### src/rtl/pkm_pkg.sv
package pkm_pkg;
  // Sequencer phase: PRIME loads the first word of a list pair, RUN merges and flushes.
  typedef enum logic {
    PKM_PRIME = 1'b0,
    PKM_RUN   = 1'b1
  } pkm_state_e;
endpackage

### src/rtl/pkm_head_pick.sv
module pkm_head_pick #(
  parameter int W = 64,
  parameter int K = 8,
  localparam int FW = W / K
) (
  input  logic          a_valid,
  input  logic          b_valid,
  input  logic [FW-1:0] a_key,
  input  logic [FW-1:0] b_key,
  input  logic          a_done,
  input  logic          b_done,
  output logic          pick_a,
  output logic          pick_b
);
  // Larger leading key wins; equality favours A.
  function automatic logic lead_a(input logic [FW-1:0] ka, input logic [FW-1:0] kb);
    return ka >= kb;
  endfunction

  always_comb begin
    pick_a = 1'b0;
    pick_b = 1'b0;
    if (a_done && b_done) begin
      pick_a = 1'b0;
    end else if (a_done) begin
      pick_b = b_valid;
    end else if (b_done) begin
      pick_a = a_valid;
    end else if (a_valid && b_valid) begin
      pick_a = lead_a(a_key, b_key);
      pick_b = !lead_a(a_key, b_key);
    end
  end
endmodule

### src/rtl/pkm_word_merge.sv
module pkm_word_merge #(
  parameter int W = 64,
  parameter int K = 8,
  localparam int FW = W / K
) (
  input  logic [W-1:0] held,     // ascending left to right
  input  logic [W-1:0] fetched,  // descending left to right
  output logic [W-1:0] hi,       // K largest, descending
  output logic [W-1:0] lo        // K smallest, ascending
);
  logic [FW-1:0] up [K];
  logic [FW-1:0] dn [K];

  always_comb begin
    logic [FW-1:0] t;
    logic [FW-1:0] fk;
    logic [FW-1:0] hk;
    t = '0;
    // Half-cleaner over the bitonic sequence fetched ++ held.
    for (int i = 0; i < K; i++) begin
      fk = fetched[W-1-i*FW -: FW];
      hk = held[W-1-i*FW -: FW];
      up[i] = (fk >= hk) ? fk : hk;
      dn[i] = (fk >= hk) ? hk : fk;
    end
    // Bitonic merge of each half; upper half descending, lower half ascending.
    for (int s = K / 2; s > 0; s = s / 2) begin
      for (int i = 0; i < K; i++) begin
        if ((i & s) == 0) begin
          if (up[i] < up[i+s]) begin
            t = up[i]; up[i] = up[i+s]; up[i+s] = t;
          end
          if (dn[i] > dn[i+s]) begin
            t = dn[i]; dn[i] = dn[i+s]; dn[i+s] = t;
          end
        end
      end
    end
    for (int i = 0; i < K; i++) begin
      hi[W-1-i*FW -: FW] = up[i];
      lo[W-1-i*FW -: FW] = dn[i];
    end
  end
endmodule

### src/rtl/packed_merge_stream.sv
module packed_merge_stream #(
  parameter int W = 64,
  parameter int K = 8
) (
  input  logic         clk,
  input  logic         rst_n,
  input  logic         a_valid,
  output logic         a_ready,
  input  logic [W-1:0] a_data,
  input  logic         a_last,
  input  logic         b_valid,
  output logic         b_ready,
  input  logic [W-1:0] b_data,
  input  logic         b_last,
  output logic         out_valid,
  input  logic         out_ready,
  output logic [W-1:0] out_data,
  output logic         out_last
);
  import pkm_pkg::*;
  localparam int FW = W / K;

  pkm_state_e   state_q;
  logic         a_done_q, b_done_q;
  logic [W-1:0] held_q;
  logic         out_valid_q, out_last_q;
  logic [W-1:0] out_data_q;

  // Named internal events (observed by the checker).
  logic         pick_a, pick_b;
  logic         is_prime, both_done, slot_free;
  logic         step_take, step_flush, step_emit;
  logic [W-1:0] fetched, held_in, mrg_hi, mrg_lo;

  pkm_head_pick #(.W(W), .K(K)) u_pick (
    .a_valid (a_valid),
    .b_valid (b_valid),
    .a_key   (a_data[W-1 -: FW]),
    .b_key   (b_data[W-1 -: FW]),
    .a_done  (a_done_q),
    .b_done  (b_done_q),
    .pick_a  (pick_a),
    .pick_b  (pick_b)
  );

  assign is_prime   = (state_q == PKM_PRIME);
  assign both_done  = a_done_q && b_done_q;
  assign slot_free  = !out_valid_q || out_ready;
  assign step_flush = !is_prime && both_done && slot_free;
  assign step_take  = (pick_a || pick_b) && (is_prime || (!both_done && slot_free));
  assign step_emit  = step_flush || (step_take && !is_prime);

  assign a_ready = step_take && pick_a;
  assign b_ready = step_take && pick_b;

  // Prime: merge against all-ones so the first word drops to the kept half.
  // Flush: merge against all-zeros so the kept word rises to the emitted half.
  assign held_in = is_prime ? '1 : held_q;
  assign fetched = step_flush ? '0 : (pick_a ? a_data : b_data);

  pkm_word_merge #(.W(W), .K(K)) u_merge (
    .held    (held_in),
    .fetched (fetched),
    .hi      (mrg_hi),
    .lo      (mrg_lo)
  );

  always_ff @(posedge clk) begin
    if (!rst_n) begin
      state_q     <= PKM_PRIME;
      a_done_q    <= 1'b0;
      b_done_q    <= 1'b0;
      held_q      <= '0;
      out_valid_q <= 1'b0;
      out_last_q  <= 1'b0;
      out_data_q  <= '0;
    end else begin
      if (step_emit) begin
        out_valid_q <= 1'b1;
        out_data_q  <= mrg_hi;
        out_last_q  <= step_flush;
      end else if (out_ready) begin
        out_valid_q <= 1'b0;
      end
      if (step_take) begin
        held_q  <= mrg_lo;
        state_q <= PKM_RUN;
        if (a_ready && a_last) a_done_q <= 1'b1;
        if (b_ready && b_last) b_done_q <= 1'b1;
      end
      if (step_flush) begin
        state_q  <= PKM_PRIME;
        a_done_q <= 1'b0;
        b_done_q <= 1'b0;
      end
    end
  end

  assign out_valid = out_valid_q;
  assign out_data  = out_data_q;
  assign out_last  = out_last_q;
endmodule

### config.mk
export PLATFORM = sky130hd
export DESIGN_NAME = packed_merge_stream
export DESIGN_NICKNAME = d
export VERILOG_FILES = /design/src/rtl/pkm_pkg.sv /design/src/rtl/pkm_head_pick.sv /design/src/rtl/pkm_word_merge.sv /design/src/rtl/packed_merge_stream.sv
export SDC_FILE = /design/constraint.sdc
export NUM_CORES = 1
export LEC_CHECK = 0
export BUFFER_PORTS_ARGS = -buffer_cell sky130_fd_sc_hd__clkbuf_2
export CAP_MARGIN = 20
export CORE_ASPECT_RATIO = 1.75
export CORE_MARGIN = 4
export CORE_UTILIZATION = 40
export DETAILED_ROUTE_END_ITERATION = 16
export PLACE_DENSITY = 0.69
export REMOVE_ABC_BUFFERS = 1
export SYNTH_ARGS = -nofsm -noshare
export SYNTH_HDL_FRONTEND = slang
export SYNTH_HIERARCHICAL = 1
export SYNTH_SLANG_ARGS = --single-unit
export TNS_END_PERCENT = 5
### constraint.sdc
create_clock -name clk -period 19 [get_ports clk]
set_input_delay 1.9 -clock clk [delete_from_list [all_inputs] [get_ports clk]]
set_output_delay 1.9 -clock clk [all_outputs]
set_load 0.02 [all_outputs]
# Word level (Yosys, flattened, before mapping)
# Index checks and enable logic that the tools add are counted.
[word_totals] register_bits=133 inputBits=135
[classes] order_cmp=33 mux=69 n_bitwise=2 n_reduce_logical=22
[op_table] op="$mux W8" count=48
[op_table] op="$mux W64" count=3
[op_table] op="$mux W16" count=8
[op_table] op="$gt A8 B8 Y1" count=12
[op_table] op="$lt A8 B8 Y1" count=12
[op_table] op="$ge A8 B8 Y1" count=9
[op_table] op="$logic_and A1 B1 Y1" count=11
[op_table] op="$mux W1" count=10
[op_table] op="$logic_or A1 B1 Y1" count=4
[op_table] op="$reduce_and A2 Y1" count=2
[op_table] op="$logic_not A1 Y1" count=3
[op_table] op="$not A1 Y1" count=2
[op_table] op="$reduce_bool A2 Y1" count=1
[op_table] op="$reduce_or A2 Y1" count=1

# Depth between registers and ports, before layout
[logic_depth] ltp_word=15 depth_mapped=55 ltp_nobuf=47

# By module
# Netlist, hierarchy kept.
[modules_own_cells] mod="pkm_word_merge" instances=1 cells_each=1572 area_per_inst_um2=11866.4
[modules_own_cells] mod="packed_merge_stream" instances=1 cells_each=816 area_per_inst_um2=6468.7
[modules_own_cells] mod="pkm_head_pick" instances=1 cells_each=32 area_per_inst_um2=239.0

# Worst setup path before layout
# Ideal clock, no wire load.
[synth_path] kind="input to register" start="in b_data[58]" end="reg out_data_q[37] (netlist: out_data[37])" arrival_time_ns=11.988 required_time_ns=18.926 setup_slack_ns=6.937 cell_stages=47 n_path_buf=7 path_cell_list="inv_1 ha_1 o211ai_1 a211oi_2 o221a_2 buf_2 buf_2 buf_2 mux2i_1 nor2_1 ha_1 a21oi_1 nor2_1 a211oi_1 o21ai_0 a21oi_1 clkbuf_1 mux2i_1 (+11 left out) a21oi_1 nor2b_1 o21ai_0 nand2b_1 a2111oi_0 a21oi_1 clkbuf_1 mux2i_1 inv_1 ha_1 a21o_1 a21o_1 a221o_1 a31oi_1 clkbuf_1 mux2i_1 nand2_1 o21ai_0"
[synth_via] elab_chain_cells=15 word_cells_on_any_way=46
[synth_rtl] element="from (decl)" line_no="packed_merge_stream.sv:13" text="input logic [W-1:0] b_data,"
[synth_rtl] element="$ge A8 B8 Y1 *" line_no="pkm_head_pick.sv:17" text="return ka >= kb;"
[synth_rtl] element="$mux W1 *" line_no="pkm_head_pick.sv:29" text="end else if (a_valid && b_valid) begin"
[synth_rtl] element="$mux W1 *" line_no="pkm_head_pick.sv:27" text="end else if (b_done) begin"
[synth_rtl] element="$mux W1 *" line_no="pkm_head_pick.sv:25" text="end else if (a_done) begin"
[synth_rtl] element="$mux W1 *" line_no="pkm_head_pick.sv:23" text="if (a_done && b_done) begin"
[synth_rtl] element="named net pick_a" line_no="packed_merge_stream.sv:30" text="logic pick_a, pick_b;"
[synth_rtl] element="$mux W64 * (2 in a row)" line_no="packed_merge_stream.sv:59" text="assign fetched = step_flush ? '0 : (pick_a ? a_data : b_data);"
[synth_rtl] element="named net fetched[28]" line_no="packed_merge_stream.sv:33" text="logic [W-1:0] fetched, held_in, mrg_hi, mrg_lo;"
[synth_rtl] element="$ge A8 B8 Y1" line_no="pkm_word_merge.sv:23" text="up[i] = (fk >= hk) ? fk : hk;"
[synth_rtl] element="$mux W8 *" line_no="pkm_word_merge.sv:23"
[synth_rtl] element="$lt A8 B8 Y1" line_no="pkm_word_merge.sv:30" text="if (up[i] < up[i+s]) begin"
[synth_rtl] element="$mux W8 *" line_no="pkm_word_merge.sv:30"
[synth_rtl] element="$lt A8 B8 Y1" line_no="pkm_word_merge.sv:30"
[synth_rtl] element="$mux W8 *" line_no="pkm_word_merge.sv:30"
[synth_rtl] element="$lt A8 B8 Y1" line_no="pkm_word_merge.sv:30"
[synth_rtl] element="$mux W16 *" line_no="pkm_word_merge.sv:30"
[synth_rtl] element="named net mrg_hi[37]" line_no="packed_merge_stream.sv:33"
[synth_rtl] element="to (signal assigned)" line_no="packed_merge_stream.sv:80" text="out_data_q <= mrg_hi;"
[synth_rtl] element="to (decl)" line_no="packed_merge_stream.sv:27" text="logic [W-1:0] out_data_q;"
# The timed path passes the listed nets; every way through them passes the cells marked *.
# A chain may end at the register's enable or synchronous reset.

# Worst setup path in the final report
[layout_path] start="in b_data[58]" end="reg held_q[31]"
[layout_via] elab_chain_cells=15 word_cells_on_any_way=44
[layout_rtl] element="$ge A8 B8 Y1 *" line_no="pkm_head_pick.sv:17"
[layout_rtl] element="$mux W1 *" line_no="pkm_head_pick.sv:29"
[layout_rtl] element="$mux W1 *" line_no="pkm_head_pick.sv:27"
[layout_rtl] element="$mux W1 *" line_no="pkm_head_pick.sv:25"
[layout_rtl] element="$mux W1 *" line_no="pkm_head_pick.sv:23"
[layout_rtl] element="named net pick_a" line_no="packed_merge_stream.sv:30"
[layout_rtl] element="$mux W64 * (2 in a row)" line_no="packed_merge_stream.sv:59"
[layout_rtl] element="named net fetched[37]" line_no="packed_merge_stream.sv:33"
[layout_rtl] element="$ge A8 B8 Y1" line_no="pkm_word_merge.sv:24" text="dn[i] = (fk >= hk) ? hk : fk;"
[layout_rtl] element="$mux W8 *" line_no="pkm_word_merge.sv:24"
[layout_rtl] element="$gt A8 B8 Y1" line_no="pkm_word_merge.sv:33" text="if (dn[i] > dn[i+s]) begin"
[layout_rtl] element="$mux W8 *" line_no="pkm_word_merge.sv:33"
[layout_rtl] element="$gt A8 B8 Y1" line_no="pkm_word_merge.sv:33"
[layout_rtl] element="$mux W8 *" line_no="pkm_word_merge.sv:33"
[layout_rtl] element="$gt A8 B8 Y1" line_no="pkm_word_merge.sv:33"
[layout_rtl] element="$mux W16 *" line_no="pkm_word_merge.sv:33"
[layout_rtl] element="named net mrg_lo[31]" line_no="packed_merge_stream.sv:33"
[layout_rtl] element="to (signal assigned)" line_no="packed_merge_stream.sv:86" text="held_q <= mrg_lo;"
[layout_rtl] element="to (decl)" line_no="packed_merge_stream.sv:25" text="logic [W-1:0] held_q;"
# Marked as above.

==> results.sh <==
export IMPL_clock_fmax_mhz=76.67
export IMPL_top_layer="met4"
export IMPL_crit_type="in2reg"
export IMPL_slowest_delay_ps=920
export IMPL_skew_ps=18.27
export IMPL_hold_violations=0
export IMPL_synthesis_instances=2420
export IMPL_fin_crit_sh=0.6864
export IMPL_final_cell_mix="450 x mux2i_1, 264 x inv_1, 242 x ha_1, 201 x nor2_1, 201 x clkbuf_2"
export IMPL_cts_root_buf="clkbuf_16"
export IMPL_synth_area_mm2=0.01857
export IMPL_crit_required_ps=19370
export IMPL_yosys_top_cells_area="mux2i_1 24%, ha_1 16%, dfxtp_1 14%"
export IMPL_postCtsSetupRepairBufs=0
export IMPL_gp_congestion=0.9762
export IMPL_synth_top_cell_by_area="mux2i_1"
export IMPL_vias_per_cell=5.729
export IMPL_clock_sinks=133
export IMPL_worst_pin_slew_ps=1109
export IMPL_crit_path_top_delay_cell="o31ai_4"
export IMPL_num_vias=17919
export IMPL_period_minus_slack_ps=13040
export IMPL_cts_buffers=17
export IMPL_drive_above_1_share=0.1242
export IMPL_cp_start_kind="primary input"
export IMPL_layout_commonest_cell="mux2i_1"
export IMPL_wl_um=63750
export IMPL_hpwlAfterDp_um=52750
export IMPL_yosys_most_used_dff="dfxtp_1"
export IMPL_initial_core_util=0.4044
export IMPL_cts_hold_buf=0
export IMPL_ys_warn_count=6
export IMPL_rsz0062_at_grt="no"
export IMPL_clock_latency_ps=460
export IMPL_grt_max_degree=110
export IMPL_grt_usage=0.2464
export IMPL_grt_pass1_wl_um=96630
export IMPL_avgSynthCellArea_um2=7.675
export IMPL_worstPathArrival_ps=13410
export IMPL_post_dp_cell_area_mm2=0.01995
export IMPL_drtAntennaViolNets=0
export IMPL_regToRegSetupSlack_ps=7720
export IMPL_cts_resized=0
export IMPL_final_max_slew_violation_count=0
export IMPL_die_area_mm2=0.05008
export IMPL_syn2layout_area_growth_pct=11.06
export IMPL_diodes=0
export IMPL_routed_wl_met3_um=2383
export IMPL_setup_viol=0
export IMPL_hp_class="reg2reg"
export IMPL_io_pin_count=203
export IMPL_outcome="complete, no violations"
export IMPL_die_y_um=293.1
export IMPL_max_cap_viol_count=0
export IMPL_synth_seq_cells=133
export IMPL_setup_tns_final_ps=0
export IMPL_synth_distinct_cells=81
export IMPL_cts_tree="yes"
export IMPL_design_area_mm2=0.02063
export IMPL_io_buffers=202
export IMPL_ys_seq_area_frac=0.1433
export IMPL_synth_enable_flop_cells=0
export IMPL_end_kind="flop"
export IMPL_htree_levels=4
export IMPL_crit_fanout=39
export IMPL_async_reset_ff_frac=0
export IMPL_drt_pre_antenna_iters=7
export IMPL_first_global_vias=17862
export IMPL_fin_nets=2909
export IMPL_fin_hold_ws_ps=468.1
export IMPL_path_clk_slew_ps=60
export IMPL_drt_iter0_markers=992
export IMPL_wl_met2_um=33410
export IMPL_cts_buffer_depth=2
export IMPL_wl_per_cell_um=20.38
export IMPL_slew_limit_headroom=0.2608
export IMPL_antenna_found_initial=0
export IMPL_drc=0
export IMPL_grt_overflow=0
export IMPL_num_rows=104
export IMPL_core_mm2=0.04593
export IMPL_wl_met1_um=22760
export IMPL_synth_top_area_frac=0.2425
export IMPL_die_w_um=170.9
## Yosys cell counts, types with 5 or more instances
cell / count
inv_1: 264
o21ai_0: 170
or2_2: 5
dfxtp_1: 133
nand3_1: 146
nand2_1: 98
a211o_1: 5
a21boi_0: 58
clkbuf_2: 10
a21boi_1: 8
mux2i_1: 450
buf_2: 31
a211oi_1: 8
ha_1: 242
a21o_1: 56
o21a_1: 18
buf_1: 14
o21ai_1: 6
nor2_1: 202
nand2b_1: 86
clkbuf_1: 69
a31oi_1: 8
mux2_2: 15
a21oi_1: 161
buf_6: 5
nand4_1: 26
and2_1: 7
o211ai_1: 6
nor2b_1: 20
## sequential cells by signal, indices dropped and copies added (netlist names)
name and cells:
held_q 64, out_valid 1, out_data 64, b_done_q 1, state_q 1, a_done_q 1
out_last 1
## through the flow
step / utilization / setup WS [ps] / std cells
final: 0.4491 / 5958 / 3128
after global routing: 0.4491 / 5065 / 3128
after CTS: 0.4481 / 5908 / 3125
after detailed placement: 0.4342 / 5484 / 3093
after global placement: 0.4342 / 5834 / 3093
after floorplan: - / 3783 / 2287
## logic make-up after synthesis
group	count (synthesis)	share of synthesized area
and+or+nand+nor	611	0.1568
AOI/OAI and AO/OA	561	0.1926
muxes	469	0.2549
buffers and inverters	397	0.08582
adders and majority gates	244	0.1642
DFF	133	0.1433
xor gates and xnor gates	5	0.002358
## final timing paths
check | to | from | cells past startpoint
max | held_q[31]$_SDFFE_PN0N_ | b_data[58] | 44
min | out_data[17]$_SDFFE_PN0P_ | out_data[17]$_SDFFE_PN0P_ | 2
max reg2reg | held_q[31]$_SDFFE_PN0N_ | b_done_q$_SDFFE_PP0P_ | 41
min reg2reg | out_data[17]$_SDFFE_PN0P_ | out_data[17]$_SDFFE_PN0P_ | 2
## final cells by class
| class | count | area (um^2) |
|---|---|---|
| Fill cell | 4619 | 25310 |
| Clock buffer | 19 | 442.9 |
| Sequential cell | 133 | 2664 |
| Multi-Input combinational cell | 1890 | 14390 |
| Clock inverter | 13 | 193.9 |
| Inverter | 264 | 991.0 |
| Tap cell | 583 | 729.5 |
| Timing Repair Buffer | 226 | 1216 |
## worst max-delay path: cells and delay by family
family	cells	cell delay, ps
muxes	5	1990
adders and majority gates	5	1460
and+or+nand+nor	10	1720
buffers and inverters	6	1090
AOI/OAI and AO/OA	18	5180
## layer usage
layer	global-route usage	up-vias
met1	0.2476	8420
li1	-	8772
met5	0	-
met3	0.02598	208
met2	0.4637	519
met4	0.1735	0
Power is left out: the tool's default activity adds up to more than one toggle a clock period on the data nets, which glitch-free logic cannot reach.
